$ cat src/rtl/uart_fifo_pkg.sv
package uart_fifo_pkg;

  // Strobes issued by the control half to the storage half each cycle.
  typedef struct packed {
    logic wrEn;        // store pushData at the write slot
    logic rdEn;        // retire the oldest word
    logic flush;       // discard everything, rewind both slots
    logic singleMode;  // only slot zero is in use
  } fifoStrobe_t;

endpackage

$ cat src/rtl/uart_fifo_dpath.sv
module uart_fifo_dpath
  import uart_fifo_pkg::*;
#(
  parameter int DATA_W = 9,
  parameter int DEPTH  = 16
) (
  input  logic              clk,
  input  logic              rstN,
  input  fifoStrobe_t       strobe,
  input  logic [DATA_W-1:0] wrData,
  output logic [DATA_W-1:0] rdData
);

  localparam int PTR_W = (DEPTH > 1) ? $clog2(DEPTH) : 1;
  localparam logic [PTR_W-1:0] LAST_SLOT = PTR_W'(DEPTH - 1);

  logic [DATA_W-1:0] store [DEPTH];
  logic [PTR_W-1:0]  wrPtr;
  logic [PTR_W-1:0]  rdPtr;

  function automatic logic [PTR_W-1:0] advance(input logic [PTR_W-1:0] p,
                                               input logic single);
    if (single)            return '0;
    else if (p == LAST_SLOT) return '0;
    else                   return p + 1'b1;
  endfunction

  always_ff @(posedge clk or negedge rstN) begin
    if (!rstN) begin
      wrPtr <= '0;
      rdPtr <= '0;
    end else if (strobe.flush) begin
      wrPtr <= '0;
      rdPtr <= '0;
    end else begin
      if (strobe.wrEn) wrPtr <= advance(wrPtr, strobe.singleMode);
      if (strobe.rdEn) rdPtr <= advance(rdPtr, strobe.singleMode);
    end
  end

  always_ff @(posedge clk) begin
    if (strobe.wrEn) store[wrPtr] <= wrData;
  end

  assign rdData = store[rdPtr];

endmodule

$ cat src/rtl/uart_fifo_ctrl.sv
module uart_fifo_ctrl
  import uart_fifo_pkg::*;
#(
  parameter int DEPTH      = 16,
  parameter int HALF       = 8,
  parameter int CNT_W      = 5,
  parameter bit IS_RX      = 1'b1,
  parameter bit RESET_MODE = 1'b1
) (
  input  logic             clk,
  input  logic             rstN,
  input  logic             fullMode,
  input  logic             push,
  input  logic             pop,
  output fifoStrobe_t      strobe,
  output logic [CNT_W-1:0] level,
  output logic             full,
  output logic             empty,
  output logic             overflow,
  output logic             underflow,
  output logic             irq,
  output logic             activeMode
);

  logic             modeQ;
  logic [CNT_W-1:0] count;
  logic [CNT_W-1:0] capacity;
  logic             modeChange;
  logic             popOk;
  logic             pushOk;
  logic             isFull;
  logic             isEmpty;

  assign modeChange = fullMode != modeQ;
  assign capacity   = modeQ ? CNT_W'(DEPTH) : CNT_W'(1);
  assign isFull     = count == capacity;
  assign isEmpty    = count == '0;
  assign popOk      = pop & ~isEmpty & ~modeChange;
  assign pushOk     = push & (~isFull | popOk) & ~modeChange;

  always_comb begin
    strobe            = '0;
    strobe.wrEn       = pushOk;
    strobe.rdEn       = popOk;
    strobe.flush      = modeChange;
    strobe.singleMode = ~modeQ;
  end

  always_ff @(posedge clk or negedge rstN) begin
    if (!rstN) begin
      modeQ     <= RESET_MODE;
      count     <= '0;
      overflow  <= 1'b0;
      underflow <= 1'b0;
    end else begin
      modeQ     <= fullMode;
      overflow  <= push & isFull & ~popOk & ~modeChange;
      underflow <= pop & isEmpty & ~modeChange;
      if (modeChange)          count <= '0;
      else if (pushOk & ~popOk) count <= count + 1'b1;
      else if (popOk & ~pushOk) count <= count - 1'b1;
    end
  end

  generate
    if (IS_RX) begin : g_rxReq
      assign irq = modeQ ? (count >= CNT_W'(HALF)) : (count != '0);
    end else begin : g_txReq
      logic [CNT_W-1:0] freeSlots;
      assign freeSlots = capacity - count;
      assign irq = modeQ ? (freeSlots >= CNT_W'(HALF)) : (freeSlots != '0);
    end
  endgenerate

  assign level      = count;
  assign full       = isFull;
  assign empty      = isEmpty;
  assign activeMode = modeQ;

endmodule

$ cat src/rtl/uart_fifo_buf.sv
module uart_fifo_buf
  import uart_fifo_pkg::*;
#(
  parameter int DATA_W     = 9,
  parameter int DEPTH      = 16,
  parameter bit IS_RX      = 1'b1,
  parameter bit RESET_MODE = 1'b1,
  localparam int CNT_W     = $clog2(DEPTH + 1),
  localparam int HALF      = DEPTH / 2
) (
  input  logic              clk,
  input  logic              rstN,
  input  logic              fullMode,
  input  logic              push,
  input  logic [DATA_W-1:0] pushData,
  input  logic              pop,
  output logic [DATA_W-1:0] popData,
  output logic              full,
  output logic              empty,
  output logic [CNT_W-1:0]  level,
  output logic              overflow,
  output logic              underflow,
  output logic              irq
);

  fifoStrobe_t strobe;
  logic        activeMode;

  uart_fifo_ctrl #(
    .DEPTH(DEPTH), .HALF(HALF), .CNT_W(CNT_W),
    .IS_RX(IS_RX), .RESET_MODE(RESET_MODE)
  ) u_ctrl (
    .clk(clk), .rstN(rstN), .fullMode(fullMode), .push(push), .pop(pop),
    .strobe(strobe), .level(level), .full(full), .empty(empty),
    .overflow(overflow), .underflow(underflow), .irq(irq),
    .activeMode(activeMode)
  );

  uart_fifo_dpath #(
    .DATA_W(DATA_W), .DEPTH(DEPTH)
  ) u_dpath (
    .clk(clk), .rstN(rstN), .strobe(strobe),
    .wrData(pushData), .rdData(popData)
  );

endmodule

$ cat config.mk
export PLATFORM = sky130hd
export DESIGN_NAME = uart_fifo_buf
export DESIGN_NICKNAME = d
export VERILOG_FILES = /design/src/rtl/uart_fifo_pkg.sv /design/src/rtl/uart_fifo_dpath.sv /design/src/rtl/uart_fifo_ctrl.sv /design/src/rtl/uart_fifo_buf.sv
export SDC_FILE = /design/constraint.sdc
export NUM_CORES = 1
export LEC_CHECK = 0
export BUFFER_PORTS_ARGS = -buffer_cell sky130_fd_sc_hd__buf_4
export CAP_MARGIN = 20
export CORE_AREA = 2 2 104 132
export CTS_CLUSTER_SIZE = 14
export DETAILED_ROUTE_END_ITERATION = 8
export DIE_AREA = 0 0 106 134
export PLACE_DENSITY = 0.8
export SETUP_SLACK_MARGIN = 0.05
export SYNTH_ARGS = -nofsm -noshare
export SYNTH_HDL_FRONTEND = slang
export SYNTH_SLANG_ARGS = --single-unit
$ cat constraint.sdc
create_clock -name clk -period 3.45 [get_ports clk]
set_input_delay 0.5175 -clock clk [delete_from_list [all_inputs] [get_ports clk]]
set_output_delay 0.5175 -clock clk [all_outputs]
set_load 0.005 [all_outputs]
Yosys cells after proc, flatten, opt, wreduce, memory -nomap -nowiden
Memories as Yosys holds them, arrays and structs flattened.
Cells that the tools add are included.
{"block": "word_totals", "register_bits": 16, "ram_bits": 144, "in_bits": 14, "output_inout_bits": 19, "n_memories": 1}
{"name": "u_dpath.store", "depth": 16, "width": 9, "rd": 1, "rd_ports_with_merged_regs": 0, "wr": 1, "line": "uart_fifo_dpath.sv:17", "rtl": "logic [DATA_W-1:0] store [DEPTH];"}
{"block": "classes", "addsub": 4, "n_lt_le_gt_ge": 1, "n_eq_ne": 4, "n_mux": 15, "bitwise_logic": 17, "reduce_logical": 5}
{"op": "two-way mux 4 bit", "n": 8}
{"op": "two-way mux 5 bit", "n": 4}
{"op": "AND 1 bit", "n": 11}
{"op": "adder 4 x 1 -> 4 bit, second input constant", "n": 2}
{"op": "equality test 4 bit, second input constant", "n": 2}
{"op": "adder 5 x 1 -> 5 bit, second input constant", "n": 1}
{"op": "equality test 5 bit", "n": 1}
{"op": "greater-or-equal comparator 5 x 4 -> 1 bit, second input constant", "n": 1}
{"op": "zero test 5 bit", "n": 1}
{"op": "NOT 1 bit", "n": 5}
{"op": "nonzero test 5 bit", "n": 1}
{"op": "subtractor 5 x 1 -> 5 bit, second input constant", "n": 1}
{"op": "nonzero test 2 bit", "n": 2}
{"op": "two-way mux 1 bit", "n": 3}
{"op": "nonzero test 3 bit", "n": 1}
{"op": "inequality test 1 bit", "n": 1}
{"op": "bitwise OR 1 bit", "n": 1}

Depth between registers and ports, before layout
Gate-level depths: netlist of the first run.
{"block": "logic_depth", "ltp_word": 12, "depth_mapped": 10, "depth_no_buf": 9}

Hierarchy
Synthesis of the first run repeated with hierarchy kept, for this count alone.
{"block": "hier_totals", "hier_cells": 410, "hier_area_um2": 6772.7}
{"module": "uart_fifo_dpath", "n_inst": 1, "cells_per_inst": 337, "area_per_inst_um2": 6119.6, "seq_area_each_um2": 4524.3}
{"module": "uart_fifo_ctrl", "n_inst": 1, "cells_per_inst": 73, "area_per_inst_um2": 653.1, "seq_area_each_um2": 201.4}

Least setup slack after synthesis of the first run
Ideal clock, no wire load.
{"block": "synth_path", "path_type": "reg-to-reg", "start": "reg u_ctrl.count[1] (netlist: u_ctrl.level[1])", "end": "reg u_ctrl.count[4] (netlist: u_ctrl.level[4])", "setup_ps": 132, "arrival_ps": 2688, "slack_ps": 630, "path_stages_with_launch": 10, "path_buffers": 0, "cell_sequence": "dfrtp_1 > or4_4 > o21ai_2 > or3b_2 > fa_1 > nand3_1 > nand2_1 > and4b_1 > nor3_1 > nor3_2"}
{"block": "synth_between", "elab_chain_cells": 10}
{"item": "from (decl)", "line": "uart_fifo_ctrl.sv:26", "rtl": "logic [CNT_W-1:0] count;"}
{"item": "from (signal assigned)", "line": "uart_fifo_ctrl.sv:60", "rtl": "else if (pushOk & ~popOk) count <= count + 1'b1;"}
{"item": "from (signal assigned)", "line": "uart_fifo_ctrl.sv:61", "rtl": "else if (popOk & ~pushOk) count <= count - 1'b1;"}
{"item": "zero test 5 bit", "line": "uart_fifo_ctrl.sv:37", "rtl": "assign isEmpty = count == '0;"}
{"item": "NOT 1 bit", "line": "uart_fifo_ctrl.sv:38", "rtl": "assign popOk = pop & ~isEmpty & ~modeChange;"}
{"item": "AND 1 bit (2 in a row)", "line": "uart_fifo_ctrl.sv:38"}
{"item": "bitwise OR 1 bit", "line": "uart_fifo_ctrl.sv:39", "rtl": "assign pushOk = push & (~isFull | popOk) & ~modeChange;"}
{"item": "AND 1 bit (2 in a row)", "line": "uart_fifo_ctrl.sv:39"}
{"item": "AND 1 bit / NOT 1 bit (equally long branches)", "line": "uart_fifo_ctrl.sv:60, uart_fifo_ctrl.sv:61"}
{"item": "two-way mux 5 bit / AND 1 bit (equally long branches)", "line": "uart_fifo_ctrl.sv:60, uart_fifo_ctrl.sv:61"}
{"item": "two-way mux 5 bit / nonzero test 3 bit (equally long branches)"}
Parallel ways exist; a longest one is shown, timed or not. The select of a mux whose other input is x is not followed.
A chain may end at the register's enable or synchronous reset.

Final worst setup path of the first run
{"block": "layout_path", "start": "reg u_dpath.rdPtr[0]", "end": "out popData[1]"}
{"block": "layout_between", "elab_chain_cells": 1}
{"item": "from (decl)", "line": "uart_fifo_dpath.sv:19", "rtl": "logic [PTR_W-1:0] rdPtr;"}
{"item": "from (signal assigned)", "line": "uart_fifo_dpath.sv:37", "rtl": "if (strobe.rdEn) rdPtr <= advance(rdPtr, strobe.singleMode);"}
{"item": "memory (16 x 9 bit)"}
{"item": "to (decl)", "line": "uart_fifo_buf.sv:17", "rtl": "output logic [DATA_W-1:0] popData,"}
Every way passes these cells.

==> results of run 1 <==
-- per-stage QoR --
step	area [µm²]	setup WS [ps]	std cells
floorplan	6754	629.5	412
global placement	7267	525.0	613
detailed placement	7267	451.4	613
CTS	7873	341.9	646
global route	7873	189.3	646
finish	7873	392.6	646
-- area by class of cell --
class	instances	area (µm²)	area share [%]
clock buffers	20	436.7	5.547
clock inverters	12	158.9	2.018
inverters	3	11.26	0.1430
multi-input cells	227	1912	24.28
flip-flops and latches	160	4727	60.04
well taps	171	214.0	2.718
repair buffers	53	412.9	5.245
-- routing by layer --
metal | share of wire (%) | track usage, % | vias to the layer above | wire length (µm)
li1 | - | - | 1730 | -
met1 | 40 | 25.08 | 1923 | 5327
met2 | 52 | 33.76 | 142 | 6916
met3 | 5.5 | 4.130 | 20 | 720
met4 | 1.6 | 6.871 | 0 | 210
met5 | 0 | 0 | - | 0
-- flip-flops by register name (all words and copies together), names as in the netlist --
| name | flops |
|---|---|
| u_ctrl.underflow | 1 |
| u_ctrl.overflow | 1 |
| u_ctrl.level | 5 |
| u_dpath.wrPtr | 4 |
| u_ctrl.activeMode | 1 |
| u_dpath.rdPtr | 4 |
| u_dpath.store | 144 |
-- cell usage after synthesis (all sizes together), types with 2 or more instances --
master     n
nor2      20
xnor2      4
nand2b     4
or3b       2
nor3       8
o41ai      2
nor2b      3
clkbuf    12
dfrtp     15
edfxtp   144
a31oi      2
inv        3
a22oi     11
buf       10
mux4      18
nand2     26
ha         9
and2       4
mux2i     30
o21ai     25
mux2      12
o2bb2ai    2
or4        2
nand3b     2
a221oi    10
a21oi     15
nand3      3
-- cells by family after synthesis --
| group | synth area share [%] |
|---|---|
| muxes | 12.45 |
| buffers and inverters | 1.723 |
| AOI/OAI and AO/OA | 7.559 |
| adders and majority gates | 1.964 |
| xor gates and xnor gates | 0.6484 |
| and+or+nand+nor | 5.687 |
| DFF | 69.97 |
-- power groups by stage --
stage	Combinational (mW)	Clock (mW)	Sequential [mW]
2_1_floorplan	0.573	0	2.27
3_3_place_gp	0.772	0	2.32
3_5_place_dp	0.794	0	2.32
4_1_cts	0.800	1.90	2.28
5_1_grt	0.869	1.97	2.30
6_report	0.790	1.88	2.28
-- what timing repair did --
action                                  CTS  global route
endpoints found under the setup margin    0             0
hold buffers                              1             0
gates resized for setup                   0             0
endpoints found under the hold margin    15             0
-- worst paths after layout --
| check | from | to | slack [ps] | cells after the start |
|---|---|---|---|---|
| setup reg to reg | u_ctrl.level[1] | u_ctrl.level[4] | 450 | 9 |
| hold / removal | fullMode | u_ctrl.activeMode | 260 | 1 |
| min in group asynchronous | rstN | u_dpath.wrPtr[2] | 510 | 2 |
| max in group asynchronous | rstN | u_ctrl.activeMode | 2700 | 2 |
| hold reg to reg | u_dpath.wrPtr[0] | u_dpath.wrPtr[0] | 640 | 1 |
| setup / recovery | u_dpath.rdPtr[0] | popData[1] | 390 | 7 |
==> metrics.csv, run 1 <==
stage;metric;value;unit
clock_tree;cts_tree;done;
global_routing;grt_max_degree;25;
synthesis;netlist.area_leader.share;64.02;%
synthesis;synth_top_area_cell;sky130_fd_sc_hd__edfxtp_1;
clock_tree;clock_buffer_count_from_cts;17;
timing;timing.setup.tns;0;ps
timing;hold_violations;0;
worst_setup_path;critical_path_start_type;flip-flop;
layout;final.fill_count;914;
synthesis;synthArstFlopShare;10.00;%
power;power_density;629.5;nW/µm²
clock_tree;cts_root_buffer;sky130_fd_sc_hd__clkbuf_16;
clock_tree;clk_pin_slew_worst_paths;60;ps
worst_setup_path;required_time_of_the_critical_path;2930;ps
die;die-height;134;µm
layout;layout.cells.most_common;sky130_fd_sc_hd__edfxtp_1;
timing;worst_clock_skew;14.26;ps
synthesis;sequential_element_share_of_the_synthesized_area;69.97;%
route;detail_route.vias_per_cell;5.906;
synthesis;syn-instance-count;412;
clock_tree;clk-insertion-delay-late;420;ps
power;design_power_total;4.955;mW
clock_tree;clock_sinks;160;
power;power.leakage;2.693;nW
worst_setup_path;timing.critical_path.slowest_stage_cell;sky130_fd_sc_hd__dfrtp_2;
synthesis;post_synth_main_area_contributors;sky130_fd_sc_hd__edfxtp_1 (64%), sky130_fd_sc_hd__mux4_2 (6.0%), sky130_fd_sc_hd__dfrtp_1 (5.6%), sky130_fd_sc_hd__mux2i_1 (4.4%), sky130_fd_sc_hd__mux2_2 (2.0%);
worst_setup_path;worst-endpoint-arrival;2540;ps
die;die_x;106;µm
route;via_count;3815;
placed_design;io_buf_count;32;
layout;antenna_cells_inserted;0;
synthesis;yosysWarnings;0;
route;wl_per_cell;20.39;µm
synthesis;synth-seq-cells;160;
synthesis;ys_types;47;
power;total_switching_power;1.217;mW
worst_setup_path;worst_path_bufs_invs;2;
clock_tree;clock_path_buffers;2;
timing;setup_viol;0;
timing;final-max-slew-violation-count;0;
worst_setup_path;critPathMaxFanout;16;
power;ir_worst_vdd;0.4404;mV
layout;synthToLayoutAreaGrowth;16.56;%
global_routing;globalRouteTotalUtil;19.70;%
power;swShare;24.56;%
timing;fin_hold_ws;256.0;ps
power;cellInternalPower;3.738;mW
route;drt.antenna.violating_nets;0;
die;i_o_pin_cnt;33;
timing;post-route-period-util;88.62;%
power;p_clk_share;38.0;%
worst_setup_path;timing.critical_path.to_type;output pin;
synthesis;synth_net_count;436;
route;detailedRoute.firstIterationViolations;378;
die;area_of_the_core;13000;µm²
layout;fin_util;60.58;%
timing;worst-slew-pin-transition;871.4;ps
clock_tree;cts_setup_buffers;0;
die;starting_density_of_the_core;51.97;%
worst_setup_path;timing.setup.critical_path_class;flip-flop to output pin;
global_routing;grt_antenna_before_repair;0;
synthesis;synth-main-ff-cell;sky130_fd_sc_hd__edfxtp_1;
synthesis;number_of_flops_mapped_to_enable_cells_by_yosys;144;
timing;grt_setup_unrepaired;no;
placed_design;globalplace.congestion;0.8488;
placed_design;dp_hpwl;8457;µm
hold_path;worstHoldPathType;primary input to flip-flop;
synthesis;synth_area;6754;µm²
global_routing;grt.overflow.total;0;
layout;layout-drive-gt1-share;25.68;%
global_routing;wire_length_of_the_first_global_routing_pass;20950;µm
power;share_seq_of_total_power;46.1;%
route;wirelength;13170;µm
global_routing;via_count_of_the_first_global_routing_pass;3883;
synthesis;synthesis.area_per_instance;16.39;µm²
worst_setup_path;crit_family;flip-flops;
die;row_count;47;
clock_tree;cts.htree.levels;4;
timing;post-route-min-period;3057;ps
power;comb_power_share;16.0;%
die;fp.dieArea;14200;µm²
layout;final_net_count;486;
timing;timing.max_slew.rel_slack;41.70;%
run;cap_viol_max_count;0;
worst_setup_path;cpPeakStageDelay;620;ps
route;dr.pass1.iters;5;
status;status;complete, no violations;
layout;most-common-layout-cells;sky130_fd_sc_hd__edfxtp_1 (144), sky130_fd_sc_hd__buf_4 (51), sky130_fd_sc_hd__mux2i_1 (30);
worst_setup_path;cp_cell_sequence;buf_4 -> mux2_2 -> o21ai_0 -> a21oi_1 -> o21ai_0 -> nand2_1 -> buf_4;
route;post-route-drc-count;0;
timing;max_clock_freq;327.1;MHz
No activity file was read; power rests on OpenSTA's default activity.
==> run 2: changes to the inputs <==
Settings changed: PLACE_DENSITY 0.8 to 0.65.
==> metrics.csv, run 2 (same netlist as run 1, synthesis figures left out) <==
stage;metric;value;unit;change
status;status;complete, no violations;;
layout;max_reg_flops;144;;unchanged
clock_tree;hold_buffers;1;;unchanged
worst_setup_path;critical_path.startpoint;u_dpath.rdPtr[0];;
timing;worst_clock_skew;8.966;ps;-5.292 ps
route;wirelength;13350;µm;+1.4%
route;dr.pass1.iters;4;;-1
global_routing;grt_max_degree;30;;+20%
global_routing;wire_length_of_the_first_global_routing_pass;20980;µm;+0.13%
route;highest-signal-layer;met4;;
die;area_of_the_core;13000;µm²;unchanged
placed_design;place_area;7209;µm²;-0.79%
worst_setup_path;setup.reg_to_reg.worst_slack;440;ps;about the same
route;detail_route.vias_per_cell;5.718;;-3.2%
worst_setup_path;timing.setup.critical_path_class;flip-flop to output pin;;
worst_setup_path;required_time_of_the_critical_path;2930;ps;about the same
worst_setup_path;timing.critical_path.slowest_stage_cell;sky130_fd_sc_hd__dfrtp_4;;
route;drt.antenna.violating_nets;0;;unchanged
worst_setup_path;crit_family;flip-flops;;
worst_setup_path;worst_path_bufs_invs;2;;unchanged
placed_design;globalplace.congestion;0.8109;;-4.5%
worst_setup_path;critical_path_start_type;flip-flop;;
layout;final_net_count;479;;-1.4%
clock_tree;clk_pin_slew_worst_paths;70;ps;about the same
worst_setup_path;cp_cell_sequence;buf_4 -> mux2_2 -> o21ai_0 -> a21oi_1 -> o21ai_0 -> nand2_1 -> buf_4;;
power;ir_worst_vdd;0.3119;mV;-29%
route;detailroute.wirelength.met2;6846;µm;-1.0%
global_routing;globalRouteTotalUtil;20.10;%;+0.40 points
timing;post-route-min-period;3041;ps;-16.12 ps
die;fp.dieArea;14200;µm²;unchanged
layout;finalInstanceArea;7824;µm²;-0.62%
timing;max_clock_freq;328.8;MHz;+0.53%
die;i_o_pin_cnt;33;;unchanged
power;power_density;631.2;nW/µm²;+0.27%
timing;hold_violations;0;;unchanged
clock_tree;clock_buffer_count_from_cts;17;;unchanged
hold_path;worstHoldPathType;primary input to flip-flop;;
clock_tree;clk-insertion-delay-late;430;ps;about the same
timing;post-route-period-util;88.15;%;-0.47 points
power;cellInternalPower;3.625;mW;-3.0%
die;row_count;47;;unchanged
timing;timing.setup.tns;0;ps;unchanged
clock_tree;clock_path_buffers;2;;unchanged
route;wl_per_cell;20.90;µm;+2.5%
layout;antenna_cells_inserted;0;;unchanged
timing;grt_setup_unrepaired;no;;
layout;largest-register;u_dpath.store;;
placed_design;dp_hpwl;8751;µm;+3.5%
power;total_switching_power;1.313;mW;+7.9%
worst_setup_path;timing.critical_path.to_type;output pin;;
worst_setup_path;worstRegToRegCells;9;;unchanged
clock_tree;cts_setup_buffers;0;;unchanged
hold_path;hold_start;fullMode;;
clock_tree;cts_root_buffer;sky130_fd_sc_hd__clkbuf_16;;
layout;final.fill_count;966;;+5.7%
run;cap_viol_max_count;0;;unchanged
clock_tree;cts_tree;done;;
placed_design;io_buf_count;32;;unchanged
power;comb_power_share;15.6;%;-0.4 points
power;swShare;26.59;%;+2.0 points
timing;fin_hold_ws;248.3;ps;-7.749 ps
layout;multi_input_area;1912;µm²;unchanged
die;die-height;134;µm;unchanged
worst_setup_path;origin_of_the_critical_flop_to_flop_path;u_ctrl.level[1];;
clock_tree;clock_sinks;160;;unchanged
die;starting_density_of_the_core;51.97;%;unchanged
route;post-route-drc-count;0;;unchanged
worst_setup_path;critical_path.reg2reg.endpoint;u_ctrl.level[4];;
power;power.leakage;2.654;nW;-1.4%
power;p_clk_share;37.9;%;about the same
power;share_seq_of_total_power;46.5;%;+0.4 points
layout;regArea;4730;µm²;about the same
timing;final-max-slew-violation-count;0;;unchanged
timing;timing.max_slew.rel_slack;31.21;%;-10 points
layout;layout-drive-gt1-share;25.21;%;-0.47 points
hold_path;min_to;u_ctrl.activeMode;;
hold_path;min_delay_path_depth;1;;unchanged
layout;synthToLayoutAreaGrowth;15.84;%;
global_routing;grt.overflow.total;0;;unchanged
timing;setup_viol;0;;unchanged
clock_tree;post_cts_resized;0;;unchanged
layout;layout.cells.most_common;sky130_fd_sc_hd__edfxtp_1;;
worst_setup_path;cpPeakStageDelay;730;ps;+110 ps
worst_setup_path;worst-endpoint-arrival;2520;ps;-20 ps
clock_tree;cts.htree.levels;4;;unchanged
timing;worst-slew-pin-transition;1028;ps;+156.8 ps
die;die_x;106;µm;unchanged
global_routing;via_count_of_the_first_global_routing_pass;3810;;-1.9%
worst_setup_path;critPathMaxFanout;29;;+13
global_routing;grt_antenna_before_repair;0;;unchanged
route;wl_met3;399;µm;-45%
route;via_count;3654;;-4.2%
layout;most-common-layout-cells;sky130_fd_sc_hd__edfxtp_1 (144), sky130_fd_sc_hd__buf_4 (44), sky130_fd_sc_hd__mux2i_1 (30);;
route;route.layer.met1.wl;5899;µm;+11%
route;detailedRoute.firstIterationViolations;138;;-63%
-- run 2: changes by cell type in the layout (fill, tap and decap cells not counted) --
cell and delta:
sky130_fd_sc_hd__dfrtp_4 +1, sky130_fd_sc_hd__buf_4 -7, sky130_fd_sc_hd__clkinv_8 +1, sky130_fd_sc_hd__clkinv_2 -2
sky130_fd_sc_hd__inv_6 -1, sky130_fd_sc_hd__dfrtp_2 -1, sky130_fd_sc_hd__bufinv_16 -2, sky130_fd_sc_hd__inv_8 +6
sky130_fd_sc_hd__clkbuf_1 -3, sky130_fd_sc_hd__clkinvlp_4 +1
-- run 2: power groups by stage --
stage / Combinational (mW) / Sequential [mW] / Clock (mW)
2_1_floorplan: 0.573 / 2.27 / 0
3_3_place_gp: 0.762 / 2.33 / 0
3_5_place_dp: 0.777 / 2.34 / 0
4_1_cts: 0.781 / 2.30 / 1.89
5_1_grt: 0.849 / 2.31 / 1.98
6_report: 0.771 / 2.30 / 1.87
-- run 2: per-stage QoR --
stage	std cells	power (mW)	util [%]	setup slack, ps
finish	639	4.938	60.20	408.8
floorplan	412	2.847	-	629.5
global placement	605	3.096	55.47	535.5
CTS	638	4.971	60.14	382.4
global route	639	5.139	60.20	241.7
detailed placement	605	3.116	55.47	460.7
-- run 2: worst max path at each step --
stage	to	slack (ps)	cells past startpoint
floorplan	u_ctrl.level[4]	630	9
global placement	u_ctrl.level[4]	540	9
detailed placement	u_ctrl.level[4]	460	9
CTS	popData[7]	380	7
global route	popData[7]	240	7
finish	popData[7]	410	7
-- run 2: cell type report --
type	instances	share of cell area (%)
Multi-Input combinational cell	227	24.44
Clock buffer	17	5.437
Tap cell	171	2.735
Inverter	3	0.1439
Sequential cell	160	60.45
Clock inverter	15	2.191
Timing Repair Buffer	46	4.606
-- run 2: routing by layer --
metal / up-vias / GRT usage, %
met4: 0 / 7.675
met2: 75 / 33.19
met5: - / 0
met1: 1849 / 26.63
li1: 1713 / -
met3: 17 / 3.936
-- run 2: worst register-to-register path, delay by kind of cell, from the launching register on --
| kind | cells | cell delay [ps] |
|---|---|---|
| flops | 1 | 490 |
| simple gates | 7 | 1780 |
| fa+ha+maj | 1 | 430 |
| compound gates | 1 | 200 |
==> run 3: changes to the inputs <==
Settings changed: PLACE_DENSITY 0.65 to 0.69.
==> metrics.csv, run 3 (same netlist as run 1, synthesis figures left out) <==
stage;metric;value;unit;change
die;fp.dieArea;14200;µm²;unchanged
timing;setup_viol;0;;unchanged
layout;synthToLayoutAreaGrowth;15.12;%;
placed_design;io_buf_count;32;;unchanged
worst_setup_path;required_time_of_the_critical_path;3730;ps;+800 ps
layout;regArea;4727;µm²;about the same
layout;most-common-layout-cells;sky130_fd_sc_hd__edfxtp_1 (144), sky130_fd_sc_hd__buf_4 (46), sky130_fd_sc_hd__mux2i_1 (30);;
status;status;complete, no violations;;
route;via_count;3707;;+1.5%
layout;max_reg_flops;144;;unchanged
worst_setup_path;timing.setup.critical_path_class;flip-flop to flip-flop;;
route;detail_route.vias_per_cell;5.783;;+1.1%
hold_path;worstHoldPathType;primary input to flip-flop;;
route;post-route-drc-count;0;;unchanged
clock_tree;clk-insertion-delay-late;420;ps;about the same
global_routing;grt.overflow.total;0;;unchanged
clock_tree;cts.htree.levels;4;;unchanged
timing;fin_hold_ws;259.3;ps;+11.00 ps
layout;multi_input_area;1912;µm²;unchanged
power;ir_worst_vdd;0.4467;mV;+43%
timing;timing.setup.tns;0;ps;unchanged
timing;timing.max_slew.rel_slack;28.56;%;-2.6 points
die;starting_density_of_the_core;51.97;%;unchanged
clock_tree;clk_pin_slew_worst_paths;60;ps;about the same
route;wirelength;13210;µm;-1.1%
clock_tree;cts_tree;done;;
global_routing;via_count_of_the_first_global_routing_pass;3718;;-2.4%
clock_tree;clock_sinks;160;;unchanged
timing;grt_setup_unrepaired;no;;
die;die_x;106;µm;unchanged
global_routing;globalRouteTotalUtil;19.88;%;-0.21 points
worst_setup_path;critical_path_start_type;flip-flop;;
worst_setup_path;worstRegToRegCells;9;;unchanged
route;wl_per_cell;20.61;µm;-1.4%
timing;post-route-min-period;3082;ps;+40.99 ps
global_routing;wire_length_of_the_first_global_routing_pass;20730;µm;-1.2%
power;design_power_total;4.756;mW;-3.7%
die;die-height;134;µm;unchanged
timing;worst_clock_skew;7.159;ps;-1.807 ps
layout;layout-drive-gt1-share;25.32;%;+0.11 points
die;row_count;47;;unchanged
layout;antenna_cells_inserted;0;;unchanged
layout;final.fill_count;969;;+0.31%
timing;hold_violations;0;;unchanged
worst_setup_path;timing.critical_path.to_type;flip-flop;;
route;dr.pass1.iters;4;;unchanged
worst_setup_path;critPathMaxFanout;8;;-72%
layout;final_net_count;481;;+0.42%
power;power_density;611.8;nW/µm²;-3.1%
clock_tree;cts_root_buffer;sky130_fd_sc_hd__clkbuf_16;;
run;cap_viol_max_count;0;;unchanged
timing;post-route-period-util;89.34;%;+1.2 points
power;power.leakage;2.634;nW;-0.76%
timing;max_clock_freq;324.4;MHz;-1.3%
route;detailedRoute.firstIterationViolations;195;;+41%
worst_setup_path;worst-endpoint-arrival;3360;ps;+840 ps
placed_design;globalplace.congestion;0.8201;;+1.1%
layout;layout.cells.most_common;sky130_fd_sc_hd__edfxtp_1;;
layout;largest-register;u_dpath.store;;
clock_tree;post_cts_resized;0;;unchanged
clock_tree;clock_path_buffers;2;;unchanged
timing;worst-slew-pin-transition;1068;ps;+39.47 ps
route;drt.antenna.violating_nets;0;;unchanged
die;area_of_the_core;13000;µm²;unchanged
timing;final-max-slew-violation-count;0;;unchanged
placed_design;dp_hpwl;8732;µm;-0.22%
clock_tree;clock_buffer_count_from_cts;17;;unchanged
hold_path;min_delay_path_depth;1;;unchanged
global_routing;grt_max_degree;24;;-20%
global_routing;grt_antenna_before_repair;0;;unchanged
die;i_o_pin_cnt;33;;unchanged
## run 3: cell types whose count changed in the layout (fill, tap and decap cells not counted), sizes merged
cell and change:
buf +2, bufinv -1, clkbuf +1, clkinv +2, clkinvlp +1, inv -3
## run 3: layout make-up
type / instances / area share [%]
Clock buffer: 18 / 5.520
Tap cell: 171 / 2.752
Multi-Input combinational cell: 227 / 24.59
Timing Repair Buffer: 48 / 4.828
Inverter: 3 / 0.1448
Sequential cell: 160 / 60.80
Clock inverter: 14 / 1.368
## run 3: worst max-delay path, stage by stage (launching register included)
cell and delay, ps:
sky130_fd_sc_hd__dfrtp_1 500, sky130_fd_sc_hd__or4_4 620, sky130_fd_sc_hd__o21ai_2 200, sky130_fd_sc_hd__or3b_2 550
sky130_fd_sc_hd__fa_1 430, sky130_fd_sc_hd__nand3_1 100, sky130_fd_sc_hd__nand2_1 70, sky130_fd_sc_hd__nor3_1 230
sky130_fd_sc_hd__o21a_1 200, sky130_fd_sc_hd__nor3_2 40
## run 3: stage by stage
stage | instances | utilization (%) | setup WS, ps | area [µm²]
floorplan | 412 | - | 629.5 | 6754
detailed placement | 607 | 55.57 | 383.3 | 7222
global route | 641 | 59.82 | 210.2 | 7775
global placement | 607 | 55.57 | 536.2 | 7222
finish | 641 | 59.82 | 367.8 | 7775
CTS | 640 | 59.77 | 367.3 | 7767
## run 3: path summary, 6_finish.rpt
check	from	slack [ps]	endpoint
max	u_ctrl.level[1]	370	u_ctrl.level[4]
min	fullMode	260	u_ctrl.activeMode
max reg2reg	u_ctrl.level[1]	370	u_ctrl.level[4]
min reg2reg	u_dpath.wrPtr[1]	630	u_dpath.wrPtr[1]
max in group asynchronous	rstN	2690	u_ctrl.activeMode
min in group asynchronous	rstN	500	u_ctrl.level[2]
## run 3: power by group
| part | internal, mW | switching [mW] |
|---|---|---|
| combinational | 0.422 | 0.371 |
| sequential | 2.17 | 0.117 |
| clock | 0.929 | 0.745 |
## run 3: routing by layer
layer	track usage, %	vias up	part of all wire [%]
li1	-	1723	-
met1	25.95	1885	43
met2	33.23	77	53
met3	3.984	22	2.4
met4	7.529	0	1.8
met5	0	-	0
## run 3: timing repair
item / CTS / global route
buffers inserted: 0 / 0
hold buffers: 1 / 0
setup endpoints to repair: 0 / 0
hold endpoints to repair: 15 / 0
